## config.mk

```make
export PLATFORM = sky130hd
export DESIGN_NAME = sar12_cascade
export DESIGN_NICKNAME = d
export VERILOG_FILES = /design/src/rtl/sar12_cascade.sv
export SDC_FILE = /design/constraint.sdc
export NUM_CORES = 1
export LEC_CHECK = 0
export ABC_AREA = 1
export BUFFER_PORTS_ARGS = -buffer_cell sky130_fd_sc_hd__buf_4
export CORE_UTILIZATION = 50
export CTS_BUF_LIST = sky130_fd_sc_hd__clkbuf_8
export DETAILED_ROUTE_END_ITERATION = 6
export HOLD_SLACK_MARGIN = 0.1
export PLACE_DENSITY = 0.7
export SYNTH_ARGS = -nofsm -noshare
export SYNTH_HDL_FRONTEND = slang
export SYNTH_SLANG_ARGS = --single-unit
```

## constraint.sdc

```tcl
create_clock -name clk -period 2.69 [get_ports clk]
set_input_delay 0.269 -clock clk [delete_from_list [all_inputs] [get_ports clk]]
set_output_delay 0.269 -clock clk [all_outputs]
set_load 0.1 [all_outputs]
```

## src/rtl/sar12_cascade.sv

```systemverilog
module sar12_cascade #(
  parameter int HI_W = 4,
  parameter int LO_W = 8
) (
  input  logic                 clk,
  input  logic                 rst_n,
  input  logic                 free_run,
  input  logic                 strobe,
  input  logic                 cmp,
  output logic [HI_W+LO_W-1:0] dac_word,
  output logic                 eoc,
  output logic                 sout
);
  localparam logic [HI_W-1:0] HI_MSB = {1'b1, {(HI_W-1){1'b0}}};
  localparam logic [LO_W-1:0] LO_MSB = {1'b1, {(LO_W-1){1'b0}}};

  logic [HI_W-1:0] hi_q, hi_ptr;
  logic [LO_W-1:0] lo_q, lo_ptr;
  logic            eoc_q, so_hi, so_lo, strobe_d;

  wire hi_busy = |hi_ptr;
  wire lo_busy = |lo_ptr;
  wire hi_last = hi_ptr[0];
  wire go_hi   = free_run ? ~(hi_busy | lo_busy) : (strobe & ~strobe_d);

  always_ff @(posedge clk or negedge rst_n) begin
    if (!rst_n) strobe_d <= 1'b0;
    else        strobe_d <= strobe;
  end

  // upper stage: no resting state in free-run, retriggered by a start
  always_ff @(posedge clk or negedge rst_n) begin
    if (!rst_n) begin
      hi_q <= '0; hi_ptr <= '0; so_hi <= 1'b0;
    end else if (go_hi) begin
      hi_q <= HI_MSB; hi_ptr <= HI_MSB; so_hi <= 1'b0;
    end else if (hi_busy) begin
      hi_q   <= (hi_q & ~(hi_ptr & {HI_W{~cmp}})) | (hi_ptr >> 1);
      hi_ptr <= hi_ptr >> 1;
      so_hi  <= cmp;
    end else begin
      so_hi <= 1'b0;
    end
  end

  // lower stage: cleared by every upper start, started by the upper handoff
  always_ff @(posedge clk or negedge rst_n) begin
    if (!rst_n) begin
      lo_q <= '0; lo_ptr <= '0; so_lo <= 1'b0;
    end else if (go_hi) begin
      lo_q <= '0; lo_ptr <= '0; so_lo <= 1'b0;
    end else if (hi_last) begin
      lo_q <= LO_MSB; lo_ptr <= LO_MSB; so_lo <= 1'b0;
    end else if (lo_busy) begin
      lo_q   <= (lo_q & ~(lo_ptr & {LO_W{~cmp}})) | (lo_ptr >> 1);
      lo_ptr <= lo_ptr >> 1;
      so_lo  <= cmp;
    end else begin
      so_lo <= 1'b0;
    end
  end

  always_ff @(posedge clk or negedge rst_n) begin
    if (!rst_n)         eoc_q <= 1'b0;
    else if (go_hi)     eoc_q <= 1'b0;
    else if (lo_ptr[0]) eoc_q <= 1'b1;
  end

  assign dac_word = {hi_q, lo_q};
  assign eoc      = eoc_q;
  assign sout     = so_hi | so_lo;
endmodule

```

# --- Yosys cells after proc, flatten, opt, wreduce, memory -nomap -nowiden ---
# Cells that the tools add are included.
op_classes:
  mux: 18
  n_bitwise: 14
  reduce_logical: 5
op_table:
  columns: ["cell", "count"]
  rows:
  - ["$mux 8", 6]
  - ["$and 8x8->8", 2]
  - ["$mux 4", 4]
  - ["$and 4x4->4", 2]
  - ["$mux 1", 8]
  - ["$not 8->8", 1]
  - ["$or 8x7->8", 1]
  - ["$reduce_or 8->1", 1]
  - ["$not 4->4", 1]
  - ["$or 4x3->4", 1]
  - ["$reduce_bool 2->1", 2]
  - ["$reduce_or 4->1", 1]
  - ["$not 1->1", 3]
  - ["$reduce_bool 3->1", 1]
  - ["$or 1x1->1", 2]
  - ["$and 1x1->1", 1]
word_totals:
  input_bits: 5
  wordCells: 45
  output_inout_bits: 14
  regBits: 28

# --- Depth between registers and ports, before layout ---
# Gate-level depths: netlist of the first run.
depth:
  word_depth: 8
  depth_mapped: 8
  depth_no_buf: 6

# --- Least setup slack after synthesis of the first run ---
# OpenSTA, ideal clock, no wires.
synth_timing:
  path_kind: "register to register"
  from: "register lo_q[6]"
  to: "register lo_q[6]"
  synth_period_minus_slack_ps: 1365
  required_ps: 2619
  setup_slack_ps: 1325
  n_path_buf: 0
  arrival_ps: 1293
  stages_incl_launch_ff: 4
  setup_time_ps: 71
  path_cell_list: "dfrtp_1 a21boi_0 o21ai_0 nor2_1"
synth_via:
  elab_chain_cells: 5
synth_lines:
  columns: ["item", "line_no", "source"]
  rows:
  - ["start: declaration", "18", "logic [LO_W-1:0] lo_q, lo_ptr;"]
  - ["start signal: assignment", "55", "lo_q <= (lo_q & ~(lo_ptr & {LO_W{~cmp}})) | (lo_ptr >> 1);"]
  - ["$and 8x8->8", "55", null]
  - ["$or 8x7->8", "55", null]
  - ["$mux 8", "54", "end else if (lo_busy) begin"]
  - ["$mux 8", "52", "end else if (hi_last) begin"]
  - ["$mux 8", "50", "end else if (go_hi) begin"]
# No other way between the ends. The select of a mux whose other input is x is not followed.
# A chain may end at the register's enable or synchronous reset.

# --- Final worst setup path of the first run ---
layout_timing:
  from: "register so_lo"
  to: "output sout"
layout_via:
  elab_chain_cells: 1
layout_lines:
  columns: ["item", "line_no", "source"]
  rows:
  - ["start: declaration", "19", "logic eoc_q, so_hi, so_lo, strobe_d;"]
  - ["start signal: assignment", "57", "so_lo <= cmp;"]
  - ["$or 1x1->1", "71", "assign sout = so_hi | so_lo;"]
  - ["end: declaration", "12", "output logic sout"]
# No other way between the ends.

==> results.py, run 1 <==
metrics = {
    "floorplanning": {
        "fp.dieH_um": 50.63,
        "die_area_mm2": 0.002563,
        "pin_count": 19,
        "fp.dieW_um": 50.63,
        "num_rows": 17,
        "core_mm2": 0.002212,
        "start_util_pct": 53.45,
    },
    "critical_path": {
        "slowest_stage": "dfrtp_1",
        "critical_path_required_ps": 2420,
        "cp.arrival_ps": 1150,
        "worst-setup-path-type": "reg -> out",
        "startpoint_type": "flop",
        "cp_max_fo": 1,
        "critPathCaptureType": "output pin",
        "cpPeakStageDelay_ps": 360,
        "ff2ff_path_depth": 6,
        "cp_cell_sequence": "or2_2 > buf_4",
    },
    "min_path": {
        "hold_path_class": "in -> reg",
        "hold_path_depth": 3,
    },
    "global_routing": {
        "gr-usage-all-layers_pct": 19.84,
        "grt_pass1_vias": 852,
        "grt_pass1_wl_um": 3684,
        "grt_max_degree": 29,
        "antenna_found_initial": 0,
        "grt-ovfl-total": 0,
    },
    "sta": {
        "hold_viol_final": 0,
        "period_needed_ps": 1417,
        "rsz0062_at_grt": "false",
        "relSlewSlack_pct": 77.44,
        "skew_ps": 3.619,
        "slew_violations": 0,
        "setup_viol": 0,
        "period_share_pct": 52.66,
        "worst_slew_pin_slew_ps": 338.3,
        "final.setup.tns_ps": 0,
        "max_clock_freq_mhz": 705.9,
    },
    "yosys": {
        "synth-seq-area-share_pct": 59.26,
        "synth_edf_count": 0,
        "ys_top_cells_by_area": "dfrtp_1, nor2_1, inv_1",
        "synthArstFlopShare_pct": 100.0,
        "ys_ff_latch": 28,
        "netlist_area_mm2": 0.001182,
        "yosysTopAreaCellShare_pct": 59.26,
        "synth_cell_types": 19,
        "synthCells": 128,
        "yosysMostFrequentCell": "nor2_1",
        "syn_nets": 133,
        "yosysTopAreaCell": "dfrtp_1",
        "yosys_warnings": 0,
        "synth_flop_cell": "dfrtp_1",
        "synth_area_per_cell_um2": 9.237,
        "synthTopCellsByCount": "nor2_1, dfrtp_1, inv_1, nand2_1, nor2_2",
    },
    "flow_run": {
        "maxCapViolations": 0,
    },
    "finish": {
        "n_antenna_cell": 0,
        "area_delta_synth_final_pct": 18.52,
        "layout.nets": 155,
        "drive_gt1_share_pct": 24.16,
        "nFillCells": 189,
    },
    "clock_tree": {
        "ctsResizeCount": 0,
        "post_cts_buffers": 0,
        "clkSlewWorstSetupHoldPaths_ps": 90,
        "htree_levels": 1,
        "cts_num_sinks": 28,
        "cts_max_path_buffers": 2,
        "cts_buffers": 3,
        "cts-root-buf": "clkbuf_8",
        "cts_tree": "built",
        "cts_hold_buf": 1,
        "clk_latency_ps": 270,
    },
    "status": {
        "status": "finished clean",
    },
    "drt": {
        "wl_per_cell_um": 11.69,
        "drtIter0Drc": 17,
        "drc_errors": 0,
        "vias": 880,
        "drtPass1Iterations": 4,
        "drt_wl_total_um": 2070,
        "vias_per_cell": 4.972,
        "ant_nets": 0,
    },
    "placed_design": {
        "io_buffer_count": 18,
        "routabilityCongestion": 0.7681,
        "dp_hpwl_um": 1405,
    },
}
## kinds of logic after synthesis
kind of cell           after synthesis  share of synthesized area [%]
AO/OA/AOI/OAI                       13                          6.456
flip-flops                          28                          59.26
AND/OR/NAND/NOR                     63                          24.02
buffers and inverters               24                          10.26
## cell type report
cell class              instances  area [um2]  share of cell area [%]
flip-flops and latches         28       700.7                   50.00
clock inverters                 1       30.03                   2.143
inverters                      21       78.83                   5.625
clock buffers                   3       41.29                   2.946
repair buffers                 20       155.1                   11.07
multi-input cells              76       360.3                   25.71
well taps                      28       35.03                   2.500
## sequential cells by signal (all words and copies together), names as in the netlist
register and count:
lo_ptr 8, lo_q 8, hi_ptr 4, hi_q 4, eoc 1, so_hi 1, so_lo 1, strobe_d 1
## through the flow
step	worst slack (ps)	util (%)	hold slack (ps)	instances	cell area, um2
final	1273	63.35	270.1	177	1401
after global routing	1197	63.35	269.6	177	1401
after CTS	1259	62.90	104.4	176	1391
after detailed placement	1329	59.22	201.7	171	1310
after global placement	1369	59.22	202.2	171	1310
after floorplan	1325	-	-26.59	128	1182
## metal layers
layer  track usage [%]  part of all wire, %  up-vias
li1                  -                    -      426
met1             26.19                   47      431
met5                 0                    0        -
met3             3.636                  3.5        4
met4             11.57                  2.2        0
met2             30.44                   48       19
## final timing paths
check	startpoint	endpoint	slack, ps
min	cmp	so_hi$_DFF_PN0_	270
min reg2reg	eoc$_DFFE_PN0P_	eoc$_DFFE_PN0P_	530
max in group asynchronous	rst_n	lo_q[3]$_DFFE_PN0P_	2000
max reg2reg	hi_ptr[0]$_DFFE_PN0P_	lo_q[0]$_DFFE_PN0P_	1310
max	so_lo$_DFF_PN0_	sout	1270
min in group asynchronous	rst_n	lo_q[7]$_DFFE_PN0P_	440
## layout by cell type, fill, tap and decap left out, types with 2 or more instances in the layout
| master | n |
|---|---|
| a31oi_1 | 6 |
| nor2_1 | 29 |
| clkinv_1 | 2 |
| dfrtp_1 | 28 |
| nand2_1 | 17 |
| clkbuf_8 | 3 |
| dlygate4sd3_1 | 2 |
| inv_1 | 19 |
| nor2_2 | 11 |
| o21ai_0 | 2 |
| a21oi_1 | 3 |
| buf_4 | 18 |
## worst max-delay path: cells and delay by family, from the launching register on
| kind | cells | cell delay (ps) |
|---|---|---|
| buffers and inverters | 1 | 230 |
| AND/OR/NAND/NOR | 1 | 280 |
| flip-flops | 1 | 360 |
Power of run 1 is left out: the tool's default activity adds up to more than one toggle a clock period on the data nets, which glitch-free logic cannot reach.
==> run 2, diff against run 1 <==
--- a/config.mk
+++ b/config.mk
@@ -5,7 +5,7 @@
 export SDC_FILE = /design/constraint.sdc
 export NUM_CORES = 1
 export LEC_CHECK = 0
-export ABC_AREA = 1
+export ABC_AREA = 0
 export BUFFER_PORTS_ARGS = -buffer_cell sky130_fd_sc_hd__buf_4
 export CORE_UTILIZATION = 50
 export CTS_BUF_LIST = sky130_fd_sc_hd__clkbuf_8
==> constraint.sdc (replaced) <==
create_clock -name clk -period 1.5 [get_ports clk]
set_input_delay 0.15 -clock clk [delete_from_list [all_inputs] [get_ports clk]]
set_output_delay 0.15 -clock clk [all_outputs]
set_load 0.1 [all_outputs]
==> results.py, run 2 <==
metrics = {
    "status": {
        "status": "finished clean",
    },
    "placed_design": {
        "postPlaceCellArea_mm2": 0.001291,
        "routabilityCongestion": 0.6786,
        "dp_hpwl_um": 1309,
        "io_buffer_count": 18,
    },
    "clock_tree": {
        "clkSlewWorstSetupHoldPaths_ps": 90,
        "cts_buffers": 3,
        "htree_levels": 1,
        "clk_latency_ps": 270,
        "ctsResizeCount": 0,
        "cts-root-buf": "clkbuf_8",
        "cts_num_sinks": 28,
        "post_cts_buffers": 0,
        "cts_tree": "built",
        "cts_max_path_buffers": 2,
    },
    "critical_path": {
        "cp-startpoint": "lo_ptr[0]$_DFFE_PN0P_",
        "cpPeakStageDelay_ps": 440,
        "worstReg2RegStart": "lo_ptr[0]$_DFFE_PN0P_",
        "startpoint_type": "flop",
        "cp_cell_sequence": "nor4_4 > and4_4 > nor3_1",
        "cp.arrival_ps": 1560,
        "critical_path_required_ps": 1640,
        "endpoint": "lo_q[1]$_DFFE_PN0P_",
        "ff2ff_path_depth": 3,
        "timing.rr.end": "lo_q[1]$_DFFE_PN0P_",
        "cp_max_fo": 14,
        "r2r_slack_ps": 80,
        "worst-setup-path-type": "reg -> reg",
        "slowest_stage": "dfrtp_1",
        "critPathCaptureType": "flop",
    },
    "sta": {
        "slew_violations": 0,
        "max_clock_freq_mhz": 706.7,
        "relSlewSlack_pct": 69.81,
        "hold_viol_final": 0,
        "period_needed_ps": 1415,
        "final.setup.tns_ps": 0,
        "skew_ps": 8.001,
        "rsz0062_at_grt": "false",
        "worst_slew_pin_slew_ps": 451.1,
        "setup_viol": 0,
        "period_share_pct": 94.34,
    },
    "yosys": {
        "netlist_area_mm2": 0.001140,
        "synth_cell_types": 23,
        "synth_compound_area_share_pct": 5.708,
        "yosysTopAreaCell": "dfrtp_1",
        "synth_xor_area_share_pct": 0,
        "ys_ff_latch": 28,
        "synth-seq-area-share_pct": 61.47,
        "yosysMostFrequentCell": "dfrtp_1",
        "yosys_warnings": 0,
        "synthMuxAreaShare_pct": 0,
        "synth_area_per_cell_um2": 12.39,
        "synthArstFlopShare_pct": 100.0,
        "yosys.area_share.simple_pct": 29.97,
        "synthCells": 92,
        "synthTopCellsByCount": "dfrtp_1, a21oi_1, nand2b_1, nor3_1, and2_1",
        "synth_edf_count": 0,
        "syn_nets": 97,
        "synthAdderAreaFrac_pct": 0,
        "yosysTopAreaCellShare_pct": 61.47,
        "synth_flop_cell": "dfrtp_1",
        "ys_top_cells_by_area": "dfrtp_1, nand2b_1, a21oi_1",
        "synth_top_family_by_area": "simple AND/OR/NAND/NOR gates",
    },
    "drt": {
        "drtIter0Drc": 1,
        "wl_per_cell_um": 13.98,
        "drtPass1Iterations": 4,
        "drt_wl_total_um": 1971,
        "ant_nets": 0,
        "drc_errors": 0,
        "vias": 742,
        "vias_per_cell": 5.262,
    },
    "finish": {
        "layout.nets": 120,
        "final_util_pct": 67.71,
        "n_antenna_cell": 0,
        "area_delta_synth_final_pct": 21.30,
        "nFillCells": 167,
        "fin_area_mm2": 0.001383,
        "drive_gt1_share_pct": 32.46,
        "regArea_um2": 700.7,
        "final_cell_mix": "dfrtp_1, buf_4, a21oi_1",
        "final_common_cell": "dfrtp_1",
        "multi_input_area_um2": 406.6,
        "top_regs": "lo_ptr: 8 flops, lo_q: 8 flops",
    },
    "global_routing": {
        "grt-ovfl-total": 0,
        "gr-usage-all-layers_pct": 18.55,
        "grt_pass1_vias": 730,
        "grt_pass1_wl_um": 3353,
        "grt_max_degree": 29,
        "antenna_found_initial": 0,
    },
    "floorplanning": {
        "fp.dieW_um": 49.75,
        "pin_count": 19,
        "start_util_pct": 55.82,
        "num_rows": 16,
        "core_mm2": 0.002042,
        "fp.dieH_um": 49.75,
        "die_area_mm2": 0.002475,
    },
    "flow_run": {
        "maxCapViolations": 0,
    },
    "min_path": {
        "hold_path_depth": 2,
        "hold_path_class": "in -> reg",
    },
}
## run 2: cell count changes after synthesis, sizes merged, moves of 3 or more
cell,previous run,this run
nor2b,0,4
nor3,0,12
a31oi,6,0
and2,0,7
nor4,0,3
inv,19,0
nand2,19,1
nor2,40,2
nand2b,0,10
a21oi,3,11
## run 2: cell type report
cell class                 instances  area share [%]
multi-input combinational         60           29.41
clock inverter                     1           2.172
timing repair buffer              22           12.31
clock buffer                       3           2.986
sequential                        28           50.68
tap                               27           2.443
## run 2: metrics by stage
stage	hold WS [ps]	setup slack, ps	std cells
after floorplan	-145.6	238.1	92
after global placement	80.94	128.3	135
after detailed placement	80.14	88.51	135
after CTS	217.9	74.99	141
after global routing	214.3	8.344	141
final	220.1	84.92	141
## run 2: worst min path at each step
stage / from / to / slack [ps]
floorplan: rst_n / eoc$_DFFE_PN0P_ / -150
global placement: rst_n / lo_q[5]$_DFFE_PN0P_ / 80
detailed placement: rst_n / lo_ptr[5]$_DFFE_PN0P_ / 80
CTS: cmp / so_lo$_DFF_PN0_ / 220
global route: cmp / so_hi$_DFF_PN0_ / 210
finish: cmp / so_lo$_DFF_PN0_ / 220
## run 2: logic make-up (layout without fill, tap and decap cells)
logic type	Yosys count	after routing
compound gates	12	12
buf+inv	4	26
flops	28	28
simple gates	48	48
## run 2: repair_timing
item	in CTS	in global routing
endpoints found under the setup margin	0	0
hold buffers	2	0
endpoints found under the hold margin	29	0
## run 2: routing by layer
metal | vias up | GRT usage (%) | wire, um
li1 | 355 | - | -
met1 | 367 | 26.51 | 981
met2 | 16 | 27.25 | 895
met3 | 4 | 2.778 | 53
met4 | 0 | 10.00 | 40
met5 | - | 0 | 0
## run 2: critical path: cells and delay by family (launching register included)
kind | cells | cell delay (ps)
and+or+nand+nor | 3 | 840
DFF | 1 | 440
Power of run 2 is left out for the same reason.
